### config.mk
export PLATFORM = sky130hd
export DESIGN_NAME = slip_uart_rx
export DESIGN_NICKNAME = d
export VERILOG_FILES = /design/src/rtl/slip_rx_pkg.sv /design/src/rtl/slip_line_rx.sv /design/src/rtl/slip_deframe.sv /design/src/rtl/slip_uart_rx.sv
export SDC_FILE = /design/constraint.sdc
export NUM_CORES = 1
export LEC_CHECK = 0
export BUFFER_PORTS_ARGS = -buffer_cell sky130_fd_sc_hd__buf_2
export CAP_MARGIN = 20
export CORE_UTILIZATION = 40
export DETAILED_ROUTE_END_ITERATION = 7
export GPL_TIMING_DRIVEN = 0
export PLACE_DENSITY = 0.61
export SYNTH_ARGS = -nofsm -noshare
export SYNTH_HDL_FRONTEND = slang
export SYNTH_SLANG_ARGS = --single-unit
### constraint.sdc
create_clock -name clk -period 2.9 [get_ports clk]
set_input_delay 0.145 -clock clk [delete_from_list [all_inputs] [get_ports clk]]
set_output_delay 0.145 -clock clk [all_outputs]
set_load 0.03 [all_outputs]
### src/rtl/slip_rx_pkg.sv
package slip_rx_pkg;

    localparam logic [7:0] FRAME_END  = 8'hC0;
    localparam logic [7:0] FRAME_ESC  = 8'hDB;
    localparam logic [7:0] ESC_OF_END = 8'hDC;
    localparam logic [7:0] ESC_OF_ESC = 8'hDD;

    typedef enum logic [2:0] {
        LINE_IDLE,
        LINE_START,
        LINE_DATA,
        LINE_STOP,
        LINE_BREAK
    } line_state_e;

    typedef enum logic [1:0] {
        DEC_PLAIN,
        DEC_ESCAPED,
        DEC_DISCARD
    } dec_state_e;

    typedef struct packed {
        logic [7:0] data;
        logic       sof;
        logic       eof;
    } beat_t;

    function automatic logic is_escape_code(input logic [7:0] b);
        return (b == ESC_OF_END) || (b == ESC_OF_ESC);
    endfunction

    function automatic logic [7:0] unescape(input logic [7:0] b);
        return (b == ESC_OF_END) ? FRAME_END : FRAME_ESC;
    endfunction

endpackage

### src/rtl/slip_line_rx.sv
module slip_line_rx
    import slip_rx_pkg::*;
#(
    parameter int CLKS_PER_BIT = 18,
    parameter int SYNC_STAGES  = 2
) (
    input  logic       clk,
    input  logic       rst,
    input  logic       rx_i,
    output logic       byte_vld,
    output logic [7:0] byte_data,
    output logic       stop_err
);
    localparam int CW = (CLKS_PER_BIT > 2) ? $clog2(CLKS_PER_BIT) : 2;
    localparam logic [CW-1:0] LAST_TICK = CW'(CLKS_PER_BIT - 1);
    localparam logic [CW-1:0] HALF_TICK = CW'(CLKS_PER_BIT / 2 - 1);

    logic [SYNC_STAGES-1:0] sync_q;
    logic                   line;
    line_state_e            st;
    logic [CW-1:0]          tick;
    logic [2:0]             bitn;
    logic [7:0]             shreg;

    always_ff @(posedge clk) begin
        if (rst) sync_q <= '1;
        else     sync_q <= {sync_q[SYNC_STAGES-2:0], rx_i};
    end
    assign line = sync_q[SYNC_STAGES-1];

    always_ff @(posedge clk) begin
        if (rst) begin
            st        <= LINE_IDLE;
            tick      <= '0;
            bitn      <= '0;
            shreg     <= '0;
            byte_vld  <= 1'b0;
            byte_data <= '0;
            stop_err  <= 1'b0;
        end else begin
            byte_vld <= 1'b0;
            stop_err <= 1'b0;
            case (st)
                LINE_IDLE: begin
                    tick <= '0;
                    if (!line) st <= LINE_START;
                end
                LINE_START: begin
                    if (tick == HALF_TICK) begin
                        tick <= '0;
                        bitn <= '0;
                        st   <= line ? LINE_IDLE : LINE_DATA;
                    end else begin
                        tick <= tick + 1'b1;
                    end
                end
                LINE_DATA: begin
                    if (tick == LAST_TICK) begin
                        tick  <= '0;
                        shreg <= {line, shreg[7:1]};
                        bitn  <= bitn + 1'b1;
                        if (bitn == 3'd7) st <= LINE_STOP;
                    end else begin
                        tick <= tick + 1'b1;
                    end
                end
                LINE_STOP: begin
                    if (tick == LAST_TICK) begin
                        tick <= '0;
                        if (line) begin
                            byte_vld  <= 1'b1;
                            byte_data <= shreg;
                            st        <= LINE_IDLE;
                        end else begin
                            stop_err <= 1'b1;
                            st       <= LINE_BREAK;
                        end
                    end else begin
                        tick <= tick + 1'b1;
                    end
                end
                LINE_BREAK: begin
                    if (line) st <= LINE_IDLE;
                end
                default: st <= LINE_IDLE;
            endcase
        end
    end
endmodule

### src/rtl/slip_deframe.sv
module slip_deframe
    import slip_rx_pkg::*;
(
    input  logic       clk,
    input  logic       rst,
    input  logic       in_vld,
    input  logic [7:0] in_byte,
    output logic       beat_vld,
    output beat_t      beat,
    output logic       active,
    output logic       esc_err
);
    dec_state_e st, st_n;
    logic       accept, close, abort;
    logic [7:0] pay;
    logic       hold_vld;
    logic [7:0] hold_data;
    logic       hold_first;

    always_comb begin
        st_n   = st;
        accept = 1'b0;
        close  = 1'b0;
        abort  = 1'b0;
        pay    = in_byte;
        if (in_vld) begin
            case (st)
                DEC_PLAIN: begin
                    if (in_byte == FRAME_END)      close = 1'b1;
                    else if (in_byte == FRAME_ESC) st_n  = DEC_ESCAPED;
                    else                           accept = 1'b1;
                end
                DEC_ESCAPED: begin
                    if (is_escape_code(in_byte)) begin
                        accept = 1'b1;
                        pay    = unescape(in_byte);
                        st_n   = DEC_PLAIN;
                    end else begin
                        abort = 1'b1;
                        st_n  = (in_byte == FRAME_END) ? DEC_PLAIN : DEC_DISCARD;
                    end
                end
                DEC_DISCARD: begin
                    if (in_byte == FRAME_END) st_n = DEC_PLAIN;
                end
                default: st_n = DEC_PLAIN;
            endcase
        end
    end

    always_ff @(posedge clk) begin
        if (rst) begin
            st         <= DEC_PLAIN;
            hold_vld   <= 1'b0;
            hold_data  <= '0;
            hold_first <= 1'b0;
            beat_vld   <= 1'b0;
            beat       <= '0;
            esc_err    <= 1'b0;
        end else begin
            st       <= st_n;
            beat_vld <= 1'b0;
            beat     <= '0;
            esc_err  <= abort;
            if (accept) begin
                if (hold_vld) begin
                    beat_vld <= 1'b1;
                    beat     <= '{data: hold_data, sof: hold_first, eof: 1'b0};
                end
                hold_vld   <= 1'b1;
                hold_data  <= pay;
                hold_first <= !hold_vld;
            end else if (close && hold_vld) begin
                beat_vld <= 1'b1;
                beat     <= '{data: hold_data, sof: hold_first, eof: 1'b1};
                hold_vld <= 1'b0;
            end else if (abort) begin
                hold_vld <= 1'b0;
            end
        end
    end

    assign active = hold_vld;
endmodule

### src/rtl/slip_uart_rx.sv
module slip_uart_rx
    import slip_rx_pkg::*;
#(
    parameter int CLKS_PER_BIT = 18,
    parameter int SYNC_STAGES  = 2
) (
    input  logic       clk,
    input  logic       rst,
    input  logic       rx_i,
    output logic       out_valid,
    output logic [7:0] out_data,
    output logic       out_sof,
    output logic       out_eof,
    output logic       frame_active,
    output logic       err_flag
);
    logic       rx_vld;
    logic [7:0] rx_byte;
    logic       stop_err;
    logic       esc_err;
    beat_t      beat;

    slip_line_rx #(
        .CLKS_PER_BIT(CLKS_PER_BIT),
        .SYNC_STAGES (SYNC_STAGES)
    ) u_line (
        .clk      (clk),
        .rst      (rst),
        .rx_i     (rx_i),
        .byte_vld (rx_vld),
        .byte_data(rx_byte),
        .stop_err (stop_err)
    );

    slip_deframe u_deframe (
        .clk     (clk),
        .rst     (rst),
        .in_vld  (rx_vld),
        .in_byte (rx_byte),
        .beat_vld(out_valid),
        .beat    (beat),
        .active  (frame_active),
        .esc_err (esc_err)
    );

    assign out_data = beat.data;
    assign out_sof  = beat.sof;
    assign out_eof  = beat.eof;
    assign err_flag = stop_err | esc_err;
endmodule

**After elaboration in Yosys (flattened, before gate mapping)**

Cells that the tools add are included.

- Flip-flop bits (word level): 55
- Output and inout port bits: 13
- Word-level logic and storage cells: 106

- $add $sub $neg: 2
- Eq/ne operators: 22
- Multiplexer cells: 47
- Bitwise logic cells: 3
- Reductions and logical operators: 15

Operators with widths:

| kind | number |
|---|---|
| $eq 8x8->1 const B | 4 |
| $mux 10 | 3 |
| $mux 3 | 9 |
| $mux 8 | 3 |
| $mux 1 | 18 |
| $mux 5 | 3 |
| $pmux 3 s5 | 1 |
| $pmux 5 s3 | 1 |
| $ne 2x1->1 const B | 7 |
| $mux 2 | 6 |
| $eq 3x2->1 const B | 2 |
| $eq 3x3->1 const B | 2 |
| $pmux 2 s3 | 1 |
| $pmux 3 s2 | 1 |
| $reduce_and 3->1 | 2 |
| $reduce_and 6->1 | 1 |
| $reduce_bool 3->1 | 2 |
| $add 5x1->5 const B | 1 |
| $eq 5x4->1 const B | 1 |
| $eq 5x5->1 const B | 1 |
| $ne 2x2->1 const B | 2 |
| $reduce_and 4->1 | 1 |
| $add 3x1->3 const B | 1 |
| $eq 3x1->1 const B | 1 |
| other kinds (14) | 15 |

**Depth between registers and ports, before layout**

Gate-level depths: netlist of run 1.

- Word-level depth: 8
- Depth in mapped cells: 7

**Hierarchy**

A second synthesis of run 1 with hierarchy kept.

- Cell total of the unflattened synthesis: 242
- Area total of the unflattened synthesis: 2342.2 um^2

By module, submodules not included:

| module | instances | cells an instance | area an instance (um^2) |
|---|---|---|---|
| slip_line_rx | 1 | 137 | 1326.3 |
| slip_deframe | 1 | 104 | 1009.7 |
| slip_uart_rx | 1 | 1 | 6.3 |

**Worst setup path after synthesis of run 1**

OpenSTA, ideal clock, no wires.

- Path type: reg-to-reg
- Start: register u_line.byte_data[0]
- End: register u_deframe.hold_data[4]
- Arrival: 1.914 ns
- Required time: 2.779 ns
- Slack: 0.864 ns
- Stages on the path, launching flop included: 6
- Buffers on the path: 1
- Period minus slack after synthesis: 2.036 ns
- Path through: dfxtp_1 > buf_6 > or4_1 > a211o_1 > a21oi_4 > mux2_4

- Cells in the longest elaborated chain, start to end: 5

RTL lines:

| item | RTL line | RTL |
|---|---|---|
| start, declared | slip_line_rx.sv:11 | `output logic [7:0] byte_data,` |
| start signal, assigned | slip_line_rx.sv:72 | `byte_data <= shreg;` |
| $eq 8x8->1 (on tied branches) | slip_deframe.sv:30, slip_rx_pkg.sv:29, slip_rx_pkg.sv:33 |  |
| $mux 1 (tied with other cells) | slip_deframe.sv:30 | `else if (in_byte == FRAME_ESC) st_n = DEC_ESCAPED;` |
| $mux 1 (tied with other cells) | slip_deframe.sv:29 | `if (in_byte == FRAME_END) close = 1'b1;` |
| $pmux 1 s2 / $mux 8 (equally long branches) | slip_deframe.sv:27 | `case (st)` |
| $mux 1 / $mux 8 (equally long branches) | slip_deframe.sv:26 | `if (in_vld) begin` |
| end signal, assigned | slip_deframe.sv:71 | `hold_data <= pay;` |
| end, declared | slip_deframe.sv:17 | `logic [7:0] hold_data;` |

Parallel ways exist; a longest one is shown, timed or not.
A chain may end at the register's enable or synchronous reset.

**Worst setup path in the final report of run 1**

Same ends and word-level chain as after synthesis.

==> flow_metrics.env, run 1 <==
export IMPL_leakage_power_nw=1.07
export IMPL_clock_sinks=55
export IMPL_drc=0
export IMPL_syn2layout_area_growth_pct=10.9
export IMPL_pwr_share_seq=0.642
export IMPL_drt_pass1_iterations=4
export IMPL_run_status="finished, final reports clean"
export IMPL_max_slew_margin_rel=0.507
export IMPL_timing_final_hold_violations=0
export IMPL_asyncSetResetFlopFracSynth=0
export IMPL_design_core_area_um2=5510
export IMPL_power_combinational_fraction=0.019
export IMPL_holdCritStartpoint="rx_i"
export IMPL_total_power_mw=1.18
export IMPL_worstSetupEndpointType="flip-flop"
export IMPL_slew_worst_pin_ns=0.730
export IMPL_maximum_number_of_pins_on_one_net_before_global_route_repair=17
export IMPL_routed_via_count=1728
export IMPL_worstPathArrival_ns=2.38
export IMPL_hold_path_class="input pin to flip-flop"
export IMPL_clock_power_share=0.338
export IMPL_placement_io_buffers=15
export IMPL_netlist_cell_type_count=43
export IMPL_die_width_um=77.6
export IMPL_floorplan_rows=27
export IMPL_seq_area_frac_synth=0.481
export IMPL_cts_htree_levels=2
export IMPL_layout_commonest_cell="sky130_fd_sc_hd__dfxtp_1"
export IMPL_gp_congestion=0.811
export IMPL_cts_hold_fix_buffers=0
export IMPL_wl_um=4200
export IMPL_critPathMaxFanout=10
export IMPL_die_h_um=77.6
export IMPL_syn_mean_instance_area_um2=9.66
export IMPL_cts_setup_buffers=0
export IMPL_dpl_instance_area_um2=2450
export IMPL_ir_drop_mv=0.197
export IMPL_ys_warn_count=0
export IMPL_worstSetupStartpointType="flip-flop"
export IMPL_finalMaxSlewViolations=0
export IMPL_groute_usage_overall=0.154
export IMPL_max_cap_violations=0
export IMPL_class_of_the_most_critical_setup_path="flip-flop to flip-flop"
export IMPL_fill_cells=550
export IMPL_sw_frac_of_total=0.214
export IMPL_clock_latency_ns=0.30
export IMPL_leading_cell_types_in_the_layout_fill_and_taps_excluded="55 x sky130_fd_sc_hd__dfxtp_1, 27 x sky130_fd_sc_hd__nor2_1, 22 x sky130_fd_sc_hd__mux2i_1"
export IMPL_cp_required_ns=3.10
export IMPL_post_route_cells_drive_above_1_share=0.135
export IMPL_setup_repair_after_global_routing_missed_its_margin="no"
export IMPL_hpwl_um=3000
export IMPL_worst_setup_path_startpoint="u_line.byte_data[0]"
export IMPL_detail_route_vias_per_cell=5.20
export IMPL_fin_skew_ns=0.00314
export IMPL_path_clk_slew_ns=0.09
export IMPL_regToRegStartpoint="u_line.byte_data[0]"
export IMPL_post_cts_resized=0
export IMPL_powerDensity_nw_per_um2=466
export IMPL_avgRoutedWirePerCell_um=12.6
export IMPL_start_util=0.416
export IMPL_layout_cell_area_non_filler_um2=2540
export IMPL_internal_power_mw=0.929
export IMPL_yosys_register_bits=55
export IMPL_clockRootBuffer="sky130_fd_sc_hd__clkbuf_8"
export IMPL_io_pin_count=16
export IMPL_switching_power_mw=0.253
export IMPL_worstRegToRegCells=5
export IMPL_number_of_global_route_vias_before_repair=1577
export IMPL_postSynth_topFlopCell="sky130_fd_sc_hd__dfxtp_1"
export IMPL_gr_total_overflow=0
export IMPL_syn_nets=245
export IMPL_number_of_enable_type_register_cells_in_the_synthesized_netlist=0
export IMPL_antenna_found_initial=0
export IMPL_timing_final_crit_share=0.754
export IMPL_max_clock_path_buffers=2
export IMPL_fmaxAchievable_mhz=458
export IMPL_insertedDiodeCount=0
export IMPL_hold_path_cell_count=2
export IMPL_period_minus_slack_ns=2.19
export IMPL_finalSetupViolCount=0
export IMPL_antenna_violating_nets_post_route=0
export IMPL_cts_tree="done"
export IMPL_timing_setup_tns_ns=0
export IMPL_finish_net_count=267
export IMPL_grt_pass1_wl_um=7330
export IMPL_synthesis_area_um2=2290
export IMPL_dieArea_um2=6030
export IMPL_tritoncts_num_buffers=5
export IMPL_detailedRoute_firstIterationViolations=124
export IMPL_synthesis_instances=237
layout make-up:
class / count / area, µm² / area share
plain buffers: 11 / 56.3 / 0.0222
clock buffers: 5 / 68.8 / 0.0271
clock inverters: 3 / 15.0 / 0.00592
inverters: 9 / 33.8 / 0.0133
multi-input cells: 162 / 1100 / 0.432
flip-flops and latches: 55 / 1100 / 0.434
well taps: 72 / 90.1 / 0.0355
repair buffers: 15 / 75.1 / 0.0296
synthesized netlist by cell type, types with 4 or more instances:
cell type / n / area share
sky130_fd_sc_hd__mux2i_1: 22 / 0.096
sky130_fd_sc_hd__dfxtp_1: 55 / 0.48
sky130_fd_sc_hd__a21oi_1: 9 / 0.020
sky130_fd_sc_hd__nor2_1: 27 / 0.044
sky130_fd_sc_hd__nor2b_1: 5 / 0.014
sky130_fd_sc_hd__o21ai_0: 4 / 0.0087
sky130_fd_sc_hd__inv_1: 9 / 0.015
sky130_fd_sc_hd__nand2_1: 17 / 0.028
sky130_fd_sc_hd__ha_1: 5 / 0.027
sky130_fd_sc_hd__clkbuf_1: 9 / 0.015
sky130_fd_sc_hd__nand4_1: 4 / 0.011
sky130_fd_sc_hd__nand3_1: 11 / 0.024
sky130_fd_sc_hd__nor3b_1: 11 / 0.036
final timing paths:
| kind | end | slack, ns |
|---|---|---|
| worst min register to register | u_line.sync_q[1] | 0.42 |
| worst max register to register | u_deframe.hold_data[4] | 0.71 |
| worst min-delay path | u_line.sync_q[0] | 0.02 |
| worst max-delay path | u_deframe.hold_data[4] | 0.71 |
metal layers:
metal  global-route usage  routed length (µm)  vias up
li1                     -                   -      885
met1                0.205                2170      812
met2                0.240                1850       23
met3               0.0329                  99        8
met4               0.0679                  74        0
met5                    0                   0        -
per-stage QoR:
| step | hold slack, ns | instances | worst slack [ns] | utilization |
|---|---|---|---|---|
| after floorplan | 0.249 | 237 | 0.864 | - |
| after global placement | 0.331 | 324 | 0.729 | 0.446 |
| after detailed placement | 0.332 | 324 | 0.723 | 0.446 |
| after CTS | 0.00601 | 332 | 0.707 | 0.461 |
| after global routing | 0.0120 | 332 | 0.621 | 0.461 |
| final | 0.0182 | 332 | 0.715 | 0.461 |
registers in the layout, indices dropped and copies added (netlist names):
name / cells
u_deframe.active: 1
u_deframe.beat: 10
u_deframe.beat_vld: 1
u_deframe.esc_err: 1
u_deframe.hold_data: 8
u_deframe.hold_first: 1
u_deframe.st: 2
u_line.bitn: 3
u_line.byte_data: 8
u_line.byte_vld: 1
u_line.shreg: 8
u_line.st: 3
u_line.stop_err: 1
u_line.sync_q: 2
u_line.tick: 5
power groups by stage:
stage | logic (mW) | registers [mW] | clock network [mW]
floorplan | 0.0159 | 0.776 | 0
global placement | 0.0229 | 0.777 | 0
detailed placement | 0.0231 | 0.777 | 0
CTS | 0.0232 | 0.759 | 0.421
global route | 0.0260 | 0.760 | 0.453
finish | 0.0229 | 0.759 | 0.400
logic make-up (layout without fill, tap and decap cells):
group	after synthesis	after routing	synth area share
simple gates	100	100	0.237
flops	55	55	0.481
fa+ha+maj	5	5	0.0273
xor+xnor	3	3	0.0115
buf+inv	20	43	0.0394
compound gates	30	30	0.0940
mux	24	24	0.109
worst max-delay path, cell delays in order, from the launching register on:
cell and delay (ns):
sky130_fd_sc_hd__dfxtp_1 0.32, sky130_fd_sc_hd__buf_6 0.13, sky130_fd_sc_hd__or4_1 0.51, sky130_fd_sc_hd__a211o_1 0.39, sky130_fd_sc_hd__a21oi_4 0.40, sky130_fd_sc_hd__mux2_4 0.33
Note: power is estimated with default switching activity, not from simulation.
==> run 2: changes to the inputs <==
- PLACE_DENSITY: 0.61 -> 0.63
- clock period: 2.9 -> 1.8 ns (I/O delays scaled with it)
==> run 2 against run 1 <==
Against the previous run: sequential share of layout area fell by 4.0 points; non-clock buffer count rose by 12; clock power rose by 86%; maximum frequency rose by 14%; critical endpoint is now u_deframe.hold_first; utilization rose by 5.1 points; the flow now finishes with violations (negative setup slack); first-iteration DRC count fell by 19%; die area did not move; via count rose by 2.4%; power rose by 70%.
==> flow_metrics.env, run 2 (same netlist as run 1, synthesis figures left out) <==
export IMPL_routed_via_count=1770
export IMPL_final_setup_worst_slack_ns=-0.124
export IMPL_cts_tree="done"
export IMPL_hpwl_um=2890
export IMPL_r2r_slack_ns=-0.12
export IMPL_insertedDiodeCount=0
export IMPL_finalMaxSlewViolations=0
export IMPL_clockRootBuffer="sky130_fd_sc_hd__clkbuf_8"
export IMPL_max_clock_path_buffers=2
export IMPL_max_slew_margin_rel=0.632
export IMPL_final_hold_worst_slack_ns=0.116
export IMPL_timing_final_crit_share=1.07
export IMPL_antenna_found_initial=0
export IMPL_layout_cell_area_non_filler_um2=2820
export IMPL_fin_skew_ns=0.00541
export IMPL_violated_checks="negative setup slack"
export IMPL_class_of_the_most_critical_setup_path="flip-flop to flip-flop"
export IMPL_design_core_area_um2=5510
export IMPL_antenna_violating_nets_post_route=0
export IMPL_fmaxAchievable_mhz=520
export IMPL_finalSetupViolCount=17
export IMPL_cp_required_ns=2.01
export IMPL_finish_net_count=279
export IMPL_die_h_um=77.6
export IMPL_groute_usage_overall=0.153
export IMPL_leakage_power_nw=1.19
export IMPL_maximum_number_of_pins_on_one_net_before_global_route_repair=17
export IMPL_placement_io_buffers=15
export IMPL_slew_worst_pin_ns=0.550
export IMPL_clock_sinks=55
export IMPL_detail_route_vias_per_cell=5.15
export IMPL_dpl_instance_area_um2=2450
export IMPL_placement_setup_worst_slack_ns=-0.267
export IMPL_floorplan_rows=27
export IMPL_cts_htree_levels=2
export IMPL_largest_reg_flops=10
export IMPL_die_width_um=77.6
export IMPL_grt_pass1_wl_um=7400
export IMPL_ir_drop_mv=0.262
export IMPL_worstSetupStartpointType="flip-flop"
export IMPL_clock_latency_ns=0.31
export IMPL_max_cap_violations=0
export IMPL_hold_path_class="input pin to flip-flop"
export IMPL_setup_repair_after_global_routing_missed_its_margin="yes"
export IMPL_post_route_cells_drive_above_1_share=0.246
export IMPL_detailedRoute_firstIterationViolations=100
export IMPL_total_power_mw=2.00
export IMPL_tritoncts_num_buffers=5
export IMPL_timing_setup_tns_ns=-1.05
export IMPL_number_of_global_route_vias_before_repair=1652
export IMPL_syn2layout_area_growth_pct=23.2
export IMPL_top_register="u_deframe.beat"
export IMPL_run_status="complete, but fails checks"
export IMPL_drt_pass1_iterations=4
export IMPL_layout_commonest_cell="sky130_fd_sc_hd__dfxtp_1"
export IMPL_worstSetupEndpointType="flip-flop"
export IMPL_critPathMaxFanout=5
export IMPL_powerDensity_nw_per_um2=711
export IMPL_leading_cell_types_in_the_layout_fill_and_taps_excluded="51 x sky130_fd_sc_hd__dfxtp_1, 27 x sky130_fd_sc_hd__nor2_1, 22 x sky130_fd_sc_hd__mux2i_1"
export IMPL_path_clk_slew_ns=0.10
export IMPL_gr_total_overflow=0
export IMPL_dieArea_um2=6030
export IMPL_start_util=0.416
export IMPL_timing_final_hold_violations=0
export IMPL_worstPathArrival_ns=2.13
export IMPL_io_pin_count=16
export IMPL_period_minus_slack_ns=1.92
export IMPL_drc=0
export IMPL_avgRoutedWirePerCell_um=12.5
export IMPL_gp_congestion=0.800
export IMPL_wl_um=4280
==> run 2: cell count changes in the layout (fill, tap and decap cells not counted), sizes merged <==
cell | before | now
buf | 17 | 31
clkinv | 3 | 0
clkbuf | 14 | 13
clkinvlp | 0 | 1
dlygate4sd3 | 0 | 1
==> run 2: per-layer routing <==
layer	vias up	wire length [µm]	GRT usage
met2	28	1930	0.246
met3	8	129	0.0353
met5	-	0	0
met1	827	2130	0.195
li1	907	-	-
met4	0	100	0.0679
==> run 2: worst max-delay path, cell delays in order (launching register included) <==
cell	delay [ns]
sky130_fd_sc_hd__dfxtp_4	0.37
sky130_fd_sc_hd__or4_1	0.49
sky130_fd_sc_hd__a211o_1	0.34
sky130_fd_sc_hd__a21oi_4	0.20
sky130_fd_sc_hd__buf_4	0.15
sky130_fd_sc_hd__mux2_4	0.28
==> run 2: repair_timing <==
action,in CTS,in global routing
hold buffers,1,0
gates resized for setup,9,16
pin swaps,3,4
endpoints found under the hold margin,1,0
setup buffers,6,8
endpoints found under the setup margin,44,31
==> run 2: where the power goes <==
| part | internal [mW] | switching, mW | leakage, nW |
|---|---|---|---|
| Combinational | 0.0141 | 0.0254 | 0.689 |
| Clock | 0.351 | 0.394 | 0.0505 |
| Sequential | 1.22 | 0.00376 | 0.446 |
| Total | 1.58 | 0.423 | 1.19 |
==> run 2: final cells by class <==
type,instances,area (µm²)
fill,510,2690
sequential,55,1110
multi-input combinational,162,1200
timing repair buffer,30,235
inverter,9,33.8
tap,72,90.1
clock inverter,1,7.51
buffer,8,45.0
clock buffer,7,96.3
==> run 2: metrics by stage <==
stage	cells	util
final	344	0.512
after global placement	324	0.446
after detailed placement	324	0.446
after global routing	344	0.512
after CTS	337	0.488
after floorplan	237	-
==> run 2: worst paths after layout <==
kind | start | end | cells past startpoint
worst max-delay path | u_line.byte_data[1] | u_deframe.hold_first | 5
worst min-delay path | rst | u_deframe.st[1] | 3
worst max register to register | u_line.byte_data[1] | u_deframe.hold_first | 5
worst min register to register | u_line.sync_q[0] | u_line.sync_q[1] | 1
==> run 3: changes to the inputs <==
- BUFFER_PORTS_ARGS: -buffer_cell sky130_fd_sc_hd__buf_2 -> -buffer_cell sky130_fd_sc_hd__buf_4
==> run 3 against run 2 <==
Against the previous run: the run still ends with negative setup slack left; die area unchanged; sequential cell count unchanged; clock skew decreased by 0.0017 ns; sequential share of layout area increased by 1.3 points; global-route usage about the same; clock power decreased by 10%; critical path depth decreased by 1; critical path type unchanged; largest cell class unchanged.
==> flow_metrics.env, run 3 (same netlist as run 1, synthesis figures left out) <==
export IMPL_run_status="complete, but fails checks"
export IMPL_violated_checks="negative setup slack"
export IMPL_max_clock_path_buffers=2
export IMPL_top_register="u_deframe.beat"
export IMPL_critical_path_max_stage_delay_ns=0.51
export IMPL_period_minus_slack_ns=1.89
export IMPL_insertedDiodeCount=0
export IMPL_fin_skew_ns=0.00370
export IMPL_hold_path_class="input pin to flip-flop"
export IMPL_design_core_area_um2=5510
export IMPL_layout_commonest_cell="sky130_fd_sc_hd__dfxtp_1"
export IMPL_number_of_global_route_vias_before_repair=1562
export IMPL_class_of_the_most_critical_setup_path="flip-flop to flip-flop"
export IMPL_post_route_cells_drive_above_1_share=0.205
export IMPL_grt_pass1_wl_um=7280
export IMPL_slew_worst_pin_ns=0.689
export IMPL_die_width_um=77.6
export IMPL_dieArea_um2=6030
export IMPL_cts_htree_levels=2
export IMPL_finalSetupViolCount=9
export IMPL_final_setup_worst_slack_ns=-0.0877
export IMPL_floorplan_rows=27
export IMPL_leading_cell_types_in_the_layout_fill_and_taps_excluded="50 x sky130_fd_sc_hd__dfxtp_1, 27 x sky130_fd_sc_hd__nor2_1, 22 x sky130_fd_sc_hd__mux2i_1"
export IMPL_ir_drop_mv=0.233
export IMPL_clock_sinks=55
export IMPL_largest_reg_flops=10
export IMPL_die_h_um=77.6
export IMPL_drc=0
export IMPL_clock_latency_ns=0.30
export IMPL_setup_repair_after_global_routing_missed_its_margin="yes"
export IMPL_hold_path_cell_count=3
export IMPL_timing_final_hold_violations=0
export IMPL_placed_cells=324
export IMPL_max_slew_margin_rel=0.534
export IMPL_worstRegToRegCells=4
export IMPL_tritoncts_num_buffers=5
export IMPL_gp_congestion=0.810
export IMPL_finalMaxSlewViolations=0
export IMPL_fmaxAchievable_mhz=530
export IMPL_placement_io_buffers=15
export IMPL_path_clk_slew_ns=0.09
export IMPL_maximum_number_of_pins_on_one_net_before_global_route_repair=16
export IMPL_antenna_found_initial=0
export IMPL_start_util=0.416
export IMPL_cts_tree="done"
export IMPL_io_pin_count=16
export IMPL_hpwl_um=2880
export IMPL_critical_path_slowest_cell="sky130_fd_sc_hd__or4_1"
export IMPL_powerDensity_nw_per_um2=708
export IMPL_detailedRoute_firstIterationViolations=157
export IMPL_layout_cells_non_filler=336
export IMPL_timing_critical_path_cells="or4_1 > a211o_1 > a21oi_4 > mux2_4"
export IMPL_leakage_power_nw=1.14
export IMPL_timing_final_crit_share=1.05
export IMPL_avgRoutedWirePerCell_um=12.9
export IMPL_antenna_violating_nets_post_route=0
export IMPL_clockRootBuffer="sky130_fd_sc_hd__clkbuf_8"
export IMPL_worstSetupEndpointType="flip-flop"
export IMPL_drt_pass1_iterations=5
export IMPL_routed_via_count=1747
export IMPL_wl_um=4330
export IMPL_groute_usage_overall=0.153
export IMPL_multi_input_comb_area_um2=1170
export IMPL_fill_cells=521
export IMPL_ff_latch_area_um2=1110
export IMPL_worstSetupStartpointType="flip-flop"
export IMPL_worstPathArrival_ns=2.09
export IMPL_max_cap_violations=0
export IMPL_detail_route_vias_per_cell=5.20
export IMPL_cp_required_ns=2.00
export IMPL_finish_net_count=272
export IMPL_timing_setup_tns_ns=-0.548
export IMPL_gr_total_overflow=0
export IMPL_critPathMaxFanout=5
export IMPL_utilization=0.496
export IMPL_syn2layout_area_growth_pct=19.2
-- run 3: per-stage QoR --
stage | instance area [µm²] | setup WS, ns | total power, mW | hold WS (ns)
floorplan | 2290 | -0.135 | 1.28 | 0.194
global placement | 2490 | -0.248 | 1.29 | 0.277
detailed placement | 2490 | -0.269 | 1.29 | 0.277
CTS | 2690 | -0.0829 | 1.96 | 0.104
global route | 2730 | -0.126 | 2.02 | 0.129
finish | 2730 | -0.0877 | 1.93 | 0.111
-- run 3: final timing paths --
path                            slack, ns           startpoint                endpoint
worst min-delay path                 0.11                  rst         u_deframe.st[1]
worst max register to register      -0.09  u_line.byte_data[4]  u_deframe.hold_data[4]
worst min register to register       0.42     u_line.sync_q[0]        u_line.sync_q[1]
worst max-delay path                -0.09  u_line.byte_data[4]  u_deframe.hold_data[4]
-- run 3: routing by layer --
layer / global-route usage / up-vias / routed length, µm
li1: - / 894 / -
met1: 0.196 / 819 / 2130
met2: 0.240 / 28 / 1970
met3: 0.0388 / 6 / 138
met4: 0.0717 / 0 / 82
met5: 0 / - / 0
-- run 3: area by class of cell --
| cell class | instances | share of cell area |
|---|---|---|
| clock inverters | 1 | 0.00183 |
| inverters | 9 | 0.0124 |
| multi-input cells | 162 | 0.428 |
| repair buffers | 23 | 0.0715 |
| flip-flops and latches | 55 | 0.407 |
| plain buffers | 8 | 0.0165 |
| clock buffers | 6 | 0.0303 |
| well taps | 72 | 0.0330 |
-- run 3: report_power, final --
part / switching [mW] / internal, mW
Sequential: 0.00382 / 1.22
Clock: 0.368 / 0.302
Combinational: 0.0265 / 0.0150
-- run 3: worst max-delay path: cells and delay by family (launching register included) --
| kind | cells | cell delay (ns) |
|---|---|---|
| and+or+nand+nor | 1 | 0.51 |
| AOI/OAI and AO/OA | 2 | 0.61 |
| muxes | 1 | 0.32 |
| DFF | 1 | 0.35 |
-- run 3: timing repair --
action                                  in CTS  in global routing
buffers inserted                             6                  1
pin swaps                                    3                  3
cloned                                       0                  0
hold endpoints to repair                     1                  0
resized for setup                           11                  9
endpoints found under the setup margin      44                 31
hold buffers                                 1                  0
